==> src/rtl/embop_pkg.sv <==
package embop_pkg;
  typedef enum logic [1:0] {
    OPK_PROG = 2'b00,
    OPK_SECT = 2'b01,
    OPK_CHIP = 2'b10,
    OPK_NONE = 2'b11
  } op_kind_e;

  typedef enum logic [2:0] {
    ST_IDLE,
    ST_PROG,
    ST_SECT,
    ST_ZERO,
    ST_WIPE
  } run_st_e;

  localparam int unsigned BIT_POLL = 7;
  localparam int unsigned BIT_TOG  = 6;
endpackage

==> src/rtl/embop_timer.sv <==
module embop_timer
  import embop_pkg::*;
#(
  parameter int unsigned PROG_CYCLES       = 20,
  parameter int unsigned ZERO_CYCLES       = 4,
  parameter int unsigned SECT_ERASE_CYCLES = 50,
  parameter int unsigned SECT_W            = 8
) (
  input  logic              clk,
  input  logic              rst_n,
  input  logic              launch,
  input  op_kind_e          kind,
  input  logic [SECT_W-1:0] sect_in,
  output logic              busy,
  output logic              last,
  output logic              erase_op,
  output logic              zero_fill,
  output logic [SECT_W-1:0] cur_sector
);
  localparam int unsigned MAX_PZ = (PROG_CYCLES > ZERO_CYCLES) ? PROG_CYCLES : ZERO_CYCLES;
  localparam int unsigned MAXD   = (MAX_PZ > SECT_ERASE_CYCLES) ? MAX_PZ : SECT_ERASE_CYCLES;
  localparam int unsigned CNT_W  = $clog2(MAXD + 1);
  localparam logic [CNT_W-1:0] LD_PROG = CNT_W'(PROG_CYCLES - 1);
  localparam logic [CNT_W-1:0] LD_ZERO = CNT_W'(ZERO_CYCLES - 1);
  localparam logic [CNT_W-1:0] LD_WIPE = CNT_W'(SECT_ERASE_CYCLES - 1);

  run_st_e           st;
  logic [CNT_W-1:0]  cnt;
  logic [SECT_W-1:0] sect;
  logic              cnt_zero;
  logic              top_sect;

  assign cnt_zero = (cnt == '0);
  assign top_sect = &sect;

  always_ff @(posedge clk or negedge rst_n) begin
    if (!rst_n) begin
      st   <= ST_IDLE;
      cnt  <= '0;
      sect <= '0;
    end else if (st == ST_IDLE) begin
      if (launch) begin
        case (kind)
          OPK_PROG: begin st <= ST_PROG; cnt <= LD_PROG; end
          OPK_SECT: begin st <= ST_SECT; cnt <= LD_WIPE; sect <= sect_in; end
          OPK_CHIP: begin st <= ST_ZERO; cnt <= LD_ZERO; sect <= '0; end
          default:  st <= ST_IDLE;
        endcase
      end
    end else if (!cnt_zero) begin
      cnt <= cnt - CNT_W'(1);
    end else begin
      case (st)
        ST_ZERO: begin st <= ST_WIPE; cnt <= LD_WIPE; end
        ST_WIPE: begin
          if (top_sect) begin
            st <= ST_IDLE;
          end else begin
            st   <= ST_ZERO;
            cnt  <= LD_ZERO;
            sect <= sect + SECT_W'(1);
          end
        end
        default: st <= ST_IDLE;
      endcase
    end
  end

  assign busy       = (st != ST_IDLE);
  assign erase_op   = (st == ST_SECT) || (st == ST_ZERO) || (st == ST_WIPE);
  assign zero_fill  = (st == ST_ZERO);
  assign cur_sector = sect;
  assign last       = cnt_zero && ((st == ST_PROG) || (st == ST_SECT) ||
                                   ((st == ST_WIPE) && top_sect));
endmodule

==> src/rtl/embop_status.sv <==
module embop_status
  import embop_pkg::*;
#(
  parameter int unsigned DW = 8
) (
  input  logic          clk,
  input  logic          rst_n,
  input  logic          launch,
  input  logic          launch_b7,
  input  logic          busy,
  input  logic          erase_op,
  input  logic          rd_en,
  input  logic [DW-1:0] array_rdata,
  output logic [DW-1:0] rd_data
);
  logic          tog;
  logic          inv7;
  logic [DW-1:0] status;

  always_ff @(posedge clk or negedge rst_n) begin
    if (!rst_n) begin
      tog  <= 1'b0;
      inv7 <= 1'b0;
    end else if (launch) begin
      tog  <= 1'b0;
      inv7 <= ~launch_b7;
    end else if (busy && rd_en) begin
      tog <= ~tog;
    end
  end

  always_comb begin
    status           = '0;
    status[BIT_POLL] = erase_op ? 1'b0 : inv7;
    status[BIT_TOG]  = tog;
    rd_data          = busy ? status : array_rdata;
  end
endmodule

==> src/rtl/embop_status_rpt.sv <==
module embop_status_rpt
  import embop_pkg::*;
#(
  parameter int unsigned PROG_CYCLES       = 20,
  parameter int unsigned ZERO_CYCLES       = 4,
  parameter int unsigned SECT_ERASE_CYCLES = 50,
  parameter int unsigned SECT_W            = 8
) (
  input  logic              clk,
  input  logic              rst_n,
  input  logic              op_valid,
  output logic              op_ready,
  input  logic [1:0]        op_kind,
  input  logic [7:0]        op_byte,
  input  logic [SECT_W-1:0] op_sector,
  input  logic              rd_en,
  input  logic [7:0]        array_rdata,
  output logic [7:0]        rd_data,
  output logic              busy,
  output logic              done,
  output logic              erase_op,
  output logic              zero_fill,
  output logic [SECT_W-1:0] cur_sector
);
  op_kind_e kind;
  logic     launch;
  logic     last;

  assign kind     = op_kind_e'(op_kind);
  assign op_ready = !busy;
  assign launch   = op_valid && op_ready && (kind != OPK_NONE);
  assign done     = last;

  embop_timer #(
    .PROG_CYCLES      (PROG_CYCLES),
    .ZERO_CYCLES      (ZERO_CYCLES),
    .SECT_ERASE_CYCLES(SECT_ERASE_CYCLES),
    .SECT_W           (SECT_W)
  ) u_timer (
    .clk       (clk),
    .rst_n     (rst_n),
    .launch    (launch),
    .kind      (kind),
    .sect_in   (op_sector),
    .busy      (busy),
    .last      (last),
    .erase_op  (erase_op),
    .zero_fill (zero_fill),
    .cur_sector(cur_sector)
  );

  embop_status #(.DW(8)) u_status (
    .clk        (clk),
    .rst_n      (rst_n),
    .launch     (launch),
    .launch_b7  (op_byte[BIT_POLL]),
    .busy       (busy),
    .erase_op   (erase_op),
    .rd_en      (rd_en),
    .array_rdata(array_rdata),
    .rd_data    (rd_data)
  );
endmodule

==> config.mk <==
export PLATFORM = sky130hd
export DESIGN_NAME = embop_status_rpt
export DESIGN_NICKNAME = d
export VERILOG_FILES = /design/src/rtl/embop_pkg.sv /design/src/rtl/embop_timer.sv /design/src/rtl/embop_status.sv /design/src/rtl/embop_status_rpt.sv
export SDC_FILE = /design/constraint.sdc
export NUM_CORES = 1
export LEC_CHECK = 0
export BUFFER_PORTS_ARGS = -buffer_cell sky130_fd_sc_hd__buf_2
export CAP_MARGIN = 20
export CORE_ASPECT_RATIO = 0.9
export CORE_MARGIN = 3
export CORE_UTILIZATION = 45
export DETAILED_ROUTE_END_ITERATION = 10
export PLACE_DENSITY = 0.81
export SYNTH_ARGS = -nofsm -noshare
export SYNTH_HDL_FRONTEND = slang
export SYNTH_SLANG_ARGS = --single-unit
==> constraint.sdc <==
create_clock -name clk -period 2 [get_ports clk]
set_input_delay 0.2 -clock clk [delete_from_list [all_inputs] [get_ports clk]]
set_output_delay 0.2 -clock clk [all_outputs]
set_load 0.01 [all_outputs]
==> results.txt, run 1 <==
slew margin rel. -> 60.5%
Setup crit start kind -> register
Yosys cell types -> 53
Root Buffer -> clkbuf_8
Fill cells -> 250
vias in the first global route -> 1,634
Cell Count Post-Placement -> 299
Power Total -> 3300 uW
core area -> 3190 um^2
Sequential Power Share -> 20.8%
Post-synth EDFFs -> 0
Layout Skew -> 0.00457 ns
Final #Nets -> 308
fraction of registers with async set/reset -> 100%
max-cap violations -> 0
total power divided by cell area -> 1490 nW/um^2
DP Area -> 2050 um^2
cell area after synthesis -> 1570 um^2
CTS tree -> done
die area -> 4230 um^2
most frequent cells in the layout -> buf_2, buf_4, dfrtp_1, o21ai_0, nand2_1
Yosys reg bits -> 19
switching part of the total power -> 45.3%
worst skew pair latency -> 0.27 ns
CP Class -> reg -> reg
clock buffer depth -> 2
Required @ worst endpoint -> 2.15 ns
first-pass GRT wire length -> 7510 um
CTS buffer count -> 3
Avg WL per Cell -> 15.8 um
clock share of power -> 8.6%
Gate Count Post-Synth -> 191
H-tree depth -> 1
Residual DRC -> 0
Combinational Power Share -> 70.6%
Routed WL -> 4900 um
RSZ-0062 raised after global routing -> true
setup ws final -> -0.0878 ns
Sink Count -> 19
area of the multi-input gates -> 1070 um^2
Pre-antenna DRT Iters -> 5
ANT nets after route -> 0
routed via count -> 1,845
critical path endpoint category -> register
final worst-path cycle share -> 104%
final std cells w/o fill -> 309
CP Data Arrival Time -> 2.24 ns
FF+latch area -> 475 um^2
Die Y -> 62.0 um
NetSw -> 1500 uW
Die X -> 68.2 um
pin count of the biggest net entering global routing -> 20
final max-slew violation count -> 0
GRT Util Overall -> 23.5%
Core Rows -> 19
diodes inserted -> 0
fmax -> 479 MHz
crit path max fanout -> 3
hold crit path type -> in -> reg
I/O Buffers -> 43
sequential-to-total area share from yosys stat -> 30.3%
DP HPWL -> 3520 um
Initial Util -> 49.2%
leak pwr -> 0.00105 uW
global route overflow -> 0
syn nets -> 231
Yosys warning count -> 0
cell internal pwr -> 1810 uW
Max IR drop VDD -> 781 uV
post-DR vias/cell -> 5.97
commonest non-fill, non-tap cell in the layout -> buf_2
Mapped Avg Cell Area -> 8.21 um^2
initial drt markers -> 362
Final Cell Area -> 2210 um^2
Clock transition at path regs -> 0.08 ns
Setup Slack @ Placement -> -0.0327 ns
Worst-Margin Slew -> 0.589 ns
Synth Flop Type -> dfrtp_1
violated checks -> setup timing
share of post-route cells with drive strength above 1 -> 39.7%
GP Congestion -> 0.946
initial antenna violation count -> 0
io pins -> 51
area grow syn2layout -> 41.2%
Finish-stage setup viols -> 3
status -> complete, but fails checks
final core utilization -> 69.5%
Final Hold Vio Count -> 0
crit path time final -> 2.09 ns
-- cell families after synthesis --
logic type,share of synthesized area [%]
AND/OR/NAND/NOR,23.3
buffers and inverters,6.30
flip-flops,30.3
adder cells (fa/ha/maj),7.98
AO/OA/AOI/OAI,28.4
multiplexers,3.11
XOR/XNOR,0.559
-- cell usage after synthesis, types with 2 or more instances --
| library cell | count | area share [%] |
|---|---|---|
| o21a_1 | 3 | 1.4 |
| o21ai_0 | 18 | 5.7 |
| o31a_1 | 2 | 1.1 |
| a21oi_1 | 10 | 3.2 |
| nor2_1 | 10 | 2.4 |
| nor3_1 | 4 | 1.3 |
| nor2b_1 | 2 | 0.80 |
| a32oi_1 | 4 | 2.2 |
| nand2_1 | 13 | 3.1 |
| clkbuf_1 | 8 | 1.9 |
| nor3b_1 | 2 | 0.96 |
| and3_1 | 2 | 0.80 |
| inv_1 | 13 | 3.1 |
| dfrtp_1 | 19 | 30 |
| a31oi_1 | 7 | 2.8 |
| ha_1 | 10 | 8.0 |
| nand3_1 | 10 | 3.2 |
| nand4_1 | 5 | 2.0 |
| a211oi_1 | 2 | 0.96 |
| and2_1 | 7 | 2.8 |
| nand2b_1 | 2 | 0.80 |
| mux2_2 | 3 | 2.2 |
| o211ai_1 | 4 | 1.9 |
| a21boi_0 | 2 | 0.96 |
-- area by class of cell --
class / instances / area share [%]
clock inverter: 1 / 0.226
sequential: 19 / 21.5
multi-input combinational: 148 / 48.3
timing repair buffer: 82 / 23.2
tap: 42 / 2.37
inverter: 14 / 2.49
clock buffer: 3 / 1.87
-- flip-flops by register name, summed over array words and instances (netlist names) --
name,flops
u_timer.cur_sector,8
u_timer.cnt,6
u_timer.st,3
u_status.inv7,1
u_status.tog,1
-- routing by layer --
metal | track usage (%) | up-vias | share of wire (%)
met4 | 4.25 | 0 | 1.5
met3 | 6.12 | 14 | 9.5
met2 | 36.4 | 100 | 47
li1 | - | 871 | -
met5 | 0 | - | 0
met1 | 33.4 | 860 | 42
-- through the flow --
| stage | hold slack (ns) | TNS [ns] |
|---|---|---|
| floorplan | -0.0956 | -0.129 |
| global placement | 0.171 | -0.0302 |
| detailed placement | 0.171 | -0.0557 |
| CTS | 0.0916 | -0.0491 |
| global route | 0.0953 | -0.444 |
| finish | 0.0887 | -0.145 |
-- critical path: stages (launching register included) --
cell     delay (ns)
dfrtp_1        0.38
or4_1          0.53
or4_4          0.57
and3_4         0.21
mux2_4         0.29
-- power groups by stage --
stage	Sequential, uW	Clock [uW]	Combinational [uW]
finish	687	284	2330
CTS	680	284	2160
detailed placement	687	0	2040
floorplan	770	0	1160
global route	705	298	2570
global placement	680	0	2000
-- path summary, 6_finish.rpt --
path / startpoint / endpoint / slack (ns) / cells after the start
min in group asynchronous: rst_n / u_timer.cur_sector[5] / 0.41 / 2
worst max-delay path: u_timer.cnt[2] / u_timer.cnt[1] / -0.09 / 4
worst min register to register: u_status.inv7 / u_status.inv7 / 0.57 / 2
worst min-delay path: op_byte[7] / u_status.inv7 / 0.09 / 2
max in group asynchronous: rst_n / u_timer.cur_sector[2] / 1.25 / 2
worst max register to register: u_timer.cnt[2] / u_timer.cnt[1] / -0.09 / 4
-- repair_timing --
action | CTS | global route
setup endpoints to repair | 11 | 14
setup buffers | 2 | 3
hold endpoints to repair | 19 | 0
gates resized for setup | 7 | 10
pin swaps | 0 | 1
hold buffers | 1 | 0
(Power assumes the default switching activity.)
==> run 2: changes to the inputs <==
Settings changed: PLACE_DENSITY 0.81 to 0.72.
==> run 2 against run 1 <==
The flow still finishes with violations (setup timing). Cell count fell by 2.3%. Critical path type unchanged. Sequential share of layout area increased by 0.78 points. Cell area fell by 3.5%. Highest routed layer unchanged. Count of clock-buffer cells in the layout rose by 1.
==> results.txt, run 2 (synthesized netlist as in run 1, its figures left out) <==
GRT Util Overall -> 21.4%
worst hold slack -> 0.106 ns
Finish-stage setup viols -> 1
io pins -> 51
Clock transition at path regs -> 0.07 ns
first-pass GRT wire length -> 6870 um
crit path max fanout -> 4
slowest stage cell, crit path -> or4_4
Final Cell Area -> 2140 um^2
CTS tree -> done
CP top delay family -> simple AND/OR/NAND/NOR gates
worst skew pair latency -> 0.25 ns
Die Y -> 62.0 um
final worst-path cycle share -> 104%
CP Class -> reg -> reg
initial drt markers -> 76
clock buffer depth -> 2
share of post-route cells with drive strength above 1 -> 36.9%
slew margin rel. -> 63.6%
ANT nets after route -> 0
hold crit path type -> in -> reg
die area -> 4230 um^2
total power divided by cell area -> 1450 nW/um^2
leak pwr -> 0.00101 uW
Routed WL -> 4470 um
global route overflow -> 0
CP Data Arrival Time -> 2.23 ns
setup ws final -> -0.0812 ns
final max-slew violation count -> 0
Avg WL per Cell -> 14.8 um
CTS buffer count -> 3
Final #Nets -> 301
area grow syn2layout -> 36.2%
commonest non-fill, non-tap cell in the layout -> buf_2
Die X -> 68.2 um
crit path time final -> 2.08 ns
initial antenna violation count -> 0
Layout Skew -> 0.00142 ns
pin count of the biggest net entering global routing -> 20
core area -> 3190 um^2
violated checks -> setup timing
Pre-antenna DRT Iters -> 4
Required @ worst endpoint -> 2.14 ns
fmax -> 480 MHz
Setup crit start kind -> register
final core utilization -> 67.0%
GP Congestion -> 0.864
Initial Util -> 49.2%
vias in the first global route -> 1,462
Largest register FFs -> 8
post-DR vias/cell -> 5.73
Residual DRC -> 0
critical path cell sequence -> or4_4 -> or4_4 -> and3_4 -> mux2_4
routed via count -> 1,731
Sink Count -> 19
Power Total -> 3100 uW
status -> complete, but fails checks
diodes inserted -> 0
Worst path most repeated cell -> or4_4
Final Hold Vio Count -> 0
I/O Buffers -> 43
DP Area -> 2020 um^2
H-tree depth -> 1
Max IR drop VDD -> 701 uV
RSZ-0062 raised after global routing -> true
critical path endpoint category -> register
most frequent cells in the layout -> buf_2, buf_4, dfrtp_1, o21ai_0, nand2_1
max-cap violations -> 0
CP max stage delay -> 0.55 ns
DP HPWL -> 3340 um
Root Buffer -> clkbuf_8
Worst-Margin Slew -> 0.543 ns
Core Rows -> 19
Bufs and invs on worst path -> 0
run 2: repair_timing:
item                                   CTS  global route
setup endpoints to repair               10             7
endpoints found under the hold margin   19             0
gates resized for setup                  4             8
hold buffers                             1             0
buffers inserted                         0             1
run 2: area by class of cell:
cell class	instances	area (um^2)
fill	277	1050
inverter	14	55.1
tap	42	52.6
sequential	19	475
clock buffer	4	45.0
multi-input combinational	148	1040
timing repair buffer	75	465
run 2: layer usage:
metal	wire length [um]	vias to the layer above	track usage, %	part of all wire [%]
met5	0	-	0	0
met4	34	0	3.12	0.76
met3	283	4	3.78	6.3
met2	2150	56	36.1	48
met1	2010	813	29.5	45
li1	-	858	-	-
run 2: worst register-to-register path: stages (launching register included):
cell,delay [ns]
dfrtp_1,0.38
or4_4,0.54
or4_4,0.55
and3_4,0.21
mux2_4,0.29
run 2: stage by stage:
step                      std cells  setup WS (ns)  TNS (ns)
after global routing            302        -0.0988    -0.144
after detailed placement        296        -0.0750   -0.0750
final                           302        -0.0812   -0.0812
after floorplan                 191         -0.119    -0.129
after CTS                       301        -0.0728   -0.0728
after global placement          296        -0.0458   -0.0458
run 2: final timing paths:
check,start,to,slack [ns],cells after the start
max,u_timer.cnt[2],u_timer.cnt[1],-0.08,4
min,op_byte[7],u_status.inv7,0.11,2
max reg2reg,u_timer.cnt[2],u_timer.cnt[1],-0.08,4
min reg2reg,u_status.tog,u_status.tog,0.56,2
max in group asynchronous,rst_n,u_timer.cur_sector[0],1.27,2
min in group asynchronous,rst_n,u_timer.cnt[3],0.42,2
run 2: power by group:
part	internal (uW)	switching [uW]
Sequential	559	152
Combinational	1020	1100
Clock	142	129
Total	1720	1380
==> run 3: changes to the inputs <==
Settings changed: PLACE_DENSITY 0.72 to 0.69.
Clock period 2 ns to 2.2 ns, I/O delays scaled along.
==> run 3 against run 2 <==
The flow now finishes without violations. Clock power shrank 4%. Die area is the same. Critical path depth is the same. Hold slack gained 0.0089 ns. Combinational power shrank 13%. Register-to-register slack gained 0.14 ns. Sequential power shrank 5.5%. Core utilization shrank 3.1 points. Wire length grew 5.2%. Fmax shrank 3.0%.
==> results.txt, run 3 (synthesized netlist as in run 1, its figures left out) <==
H-tree depth -> 1
Setup Slack @ Placement -> 0.0180 ns
FF+latch area -> 475 um^2
global route overflow -> 0
Clock transition at path regs -> 0.08 ns
Largest register FFs -> 8
Pre-antenna DRT Iters -> 4
Root Buffer -> clkbuf_8
Avg WL per Cell -> 16.1 um
GRT busiest layer -> met2
grt met1 use -> 34.5%
GRT Util Overall -> 24.3%
CP Data Arrival Time -> 2.30 ns
final worst-path cycle share -> 97.5%
CP Class -> reg -> reg
Core Rows -> 19
vias in the first global route -> 1,576
slew margin rel. -> 70.1%
Initial Util -> 49.2%
routed via count -> 1,741
met3 Track Usage GR -> 4.68%
max-cap violations -> 0
commonest non-fill, non-tap cell in the layout -> buf_2
setup ws final -> 0.0549 ns
area grow syn2layout -> 29.9%
I/O Buffers -> 43
Required @ worst endpoint -> 2.35 ns
Worst-Margin Slew -> 0.449 ns
RSZ-0062 raised after global routing -> false
fmax -> 466 MHz
leak pwr -> 0.000958 uW
initial drt markers -> 142
hold crit path type -> in -> reg
Final Cell Area -> 2040 um^2
GP Congestion -> 0.915
pin count of the biggest net entering global routing -> 20
critical path endpoint category -> register
Die X -> 68.2 um
hold path start -> op_byte[7]
Finish-stage setup viols -> 0
Final Hold Vio Count -> 0
met2 Usage GRT -> 38.2%
initial antenna violation count -> 0
io pins -> 51
Fill cells -> 293
CTS tree -> done
total power divided by cell area -> 1360 nW/um^2
core area -> 3190 um^2
crit path time final -> 2.15 ns
Final #Nets -> 291
Critical R2R Launch -> u_timer.cnt[3]
Die Y -> 62.0 um
Max IR drop VDD -> 687 uV
Routed WL -> 4700 um
post-DR vias/cell -> 5.96
clock buffer depth -> 2
Sink Count -> 19
DP HPWL -> 3600 um
ANT nets after route -> 0
Setup crit start kind -> register
status -> completed
area of the multi-input gates -> 998 um^2
crit path max fanout -> 7
worst skew pair latency -> 0.27 ns
Residual DRC -> 0
first-pass GRT wire length -> 7690 um
share of post-route cells with drive strength above 1 -> 32.4%
setup TNS -> 0 ns
final max-slew violation count -> 0
CTS buffer count -> 3
diodes inserted -> 0
Critical Path Start -> u_timer.cnt[3]
Layout Skew -> 0.00779 ns
DP Area -> 1940 um^2
die area -> 4230 um^2
most frequent cells in the layout -> buf_2, buf_4, dfrtp_1, o21ai_0, nand2_1
run 3: changes by cell type in the layout (fill, tap and decap cells not counted), sizes merged:
cell      before  now
clkinvlp       0    1
clkinv         1    2
clkbuf         4    3
inv           13   12
buf           74   64
run 3: layout make-up:
class,instances,area share (%)
Clock buffer,3,2.03
Clock inverter,1,0.246
Inverter,14,2.76
Multi-Input combinational cell,148,49.0
Sequential cell,19,23.3
Tap cell,42,2.58
Timing Repair Buffer,65,20.0
run 3: what timing repair did:
item	in CTS	in global routing
pin swaps	1	0
setup endpoints to repair	2	1
hold endpoints to repair	19	0
hold buffers	1	0
resized for setup	3	0
buffers inserted	0	2
run 3: layer usage:
layer | vias up | share of wire, %
met4 | 0 | 1.5
met2 | 83 | 47
met1 | 817 | 44
li1 | 830 | -
met5 | - | 0
met3 | 11 | 8.2
run 3: path summary, 6_finish.rpt:
check	depth (start not counted)	slack, ns	end
setup / recovery	4	0.05	u_timer.cnt[1]
hold / removal	2	0.12	u_status.inv7
setup reg to reg	4	0.05	u_timer.cnt[1]
hold reg to reg	2	0.57	u_status.tog
max in group asynchronous	2	1.45	u_timer.cur_sector[0]
min in group asynchronous	2	0.43	u_status.tog
run 3: report_power, final:
part,switching (uW),total [uW],leakage (uW),internal [uW]
clock network,133,260,0.0000255,126
logic,975,1840,0.000710,862
registers,165,672,0.000222,507
total,1270,2770,0.000958,1500
run 3: critical path, cell delays in order, from the launching register on:
cell and delay, ns:
dfrtp_1 0.45, or4_1 0.50, or4_4 0.57, and3_4 0.21, mux2_4 0.29
run 3: stage by stage:
| step | util, % | instances | power [uW] | hold slack (ns) |
|---|---|---|---|---|
| final | 63.9 | 292 | 2770 | 0.115 |
| after detailed placement | 61.0 | 285 | 2400 | 0.196 |
| after CTS | 63.1 | 290 | 2690 | 0.111 |
| after floorplan | - | 191 | 1730 | -0.0756 |
| after global placement | 61.0 | 285 | 2350 | 0.194 |
| after global routing | 63.9 | 292 | 3010 | 0.123 |
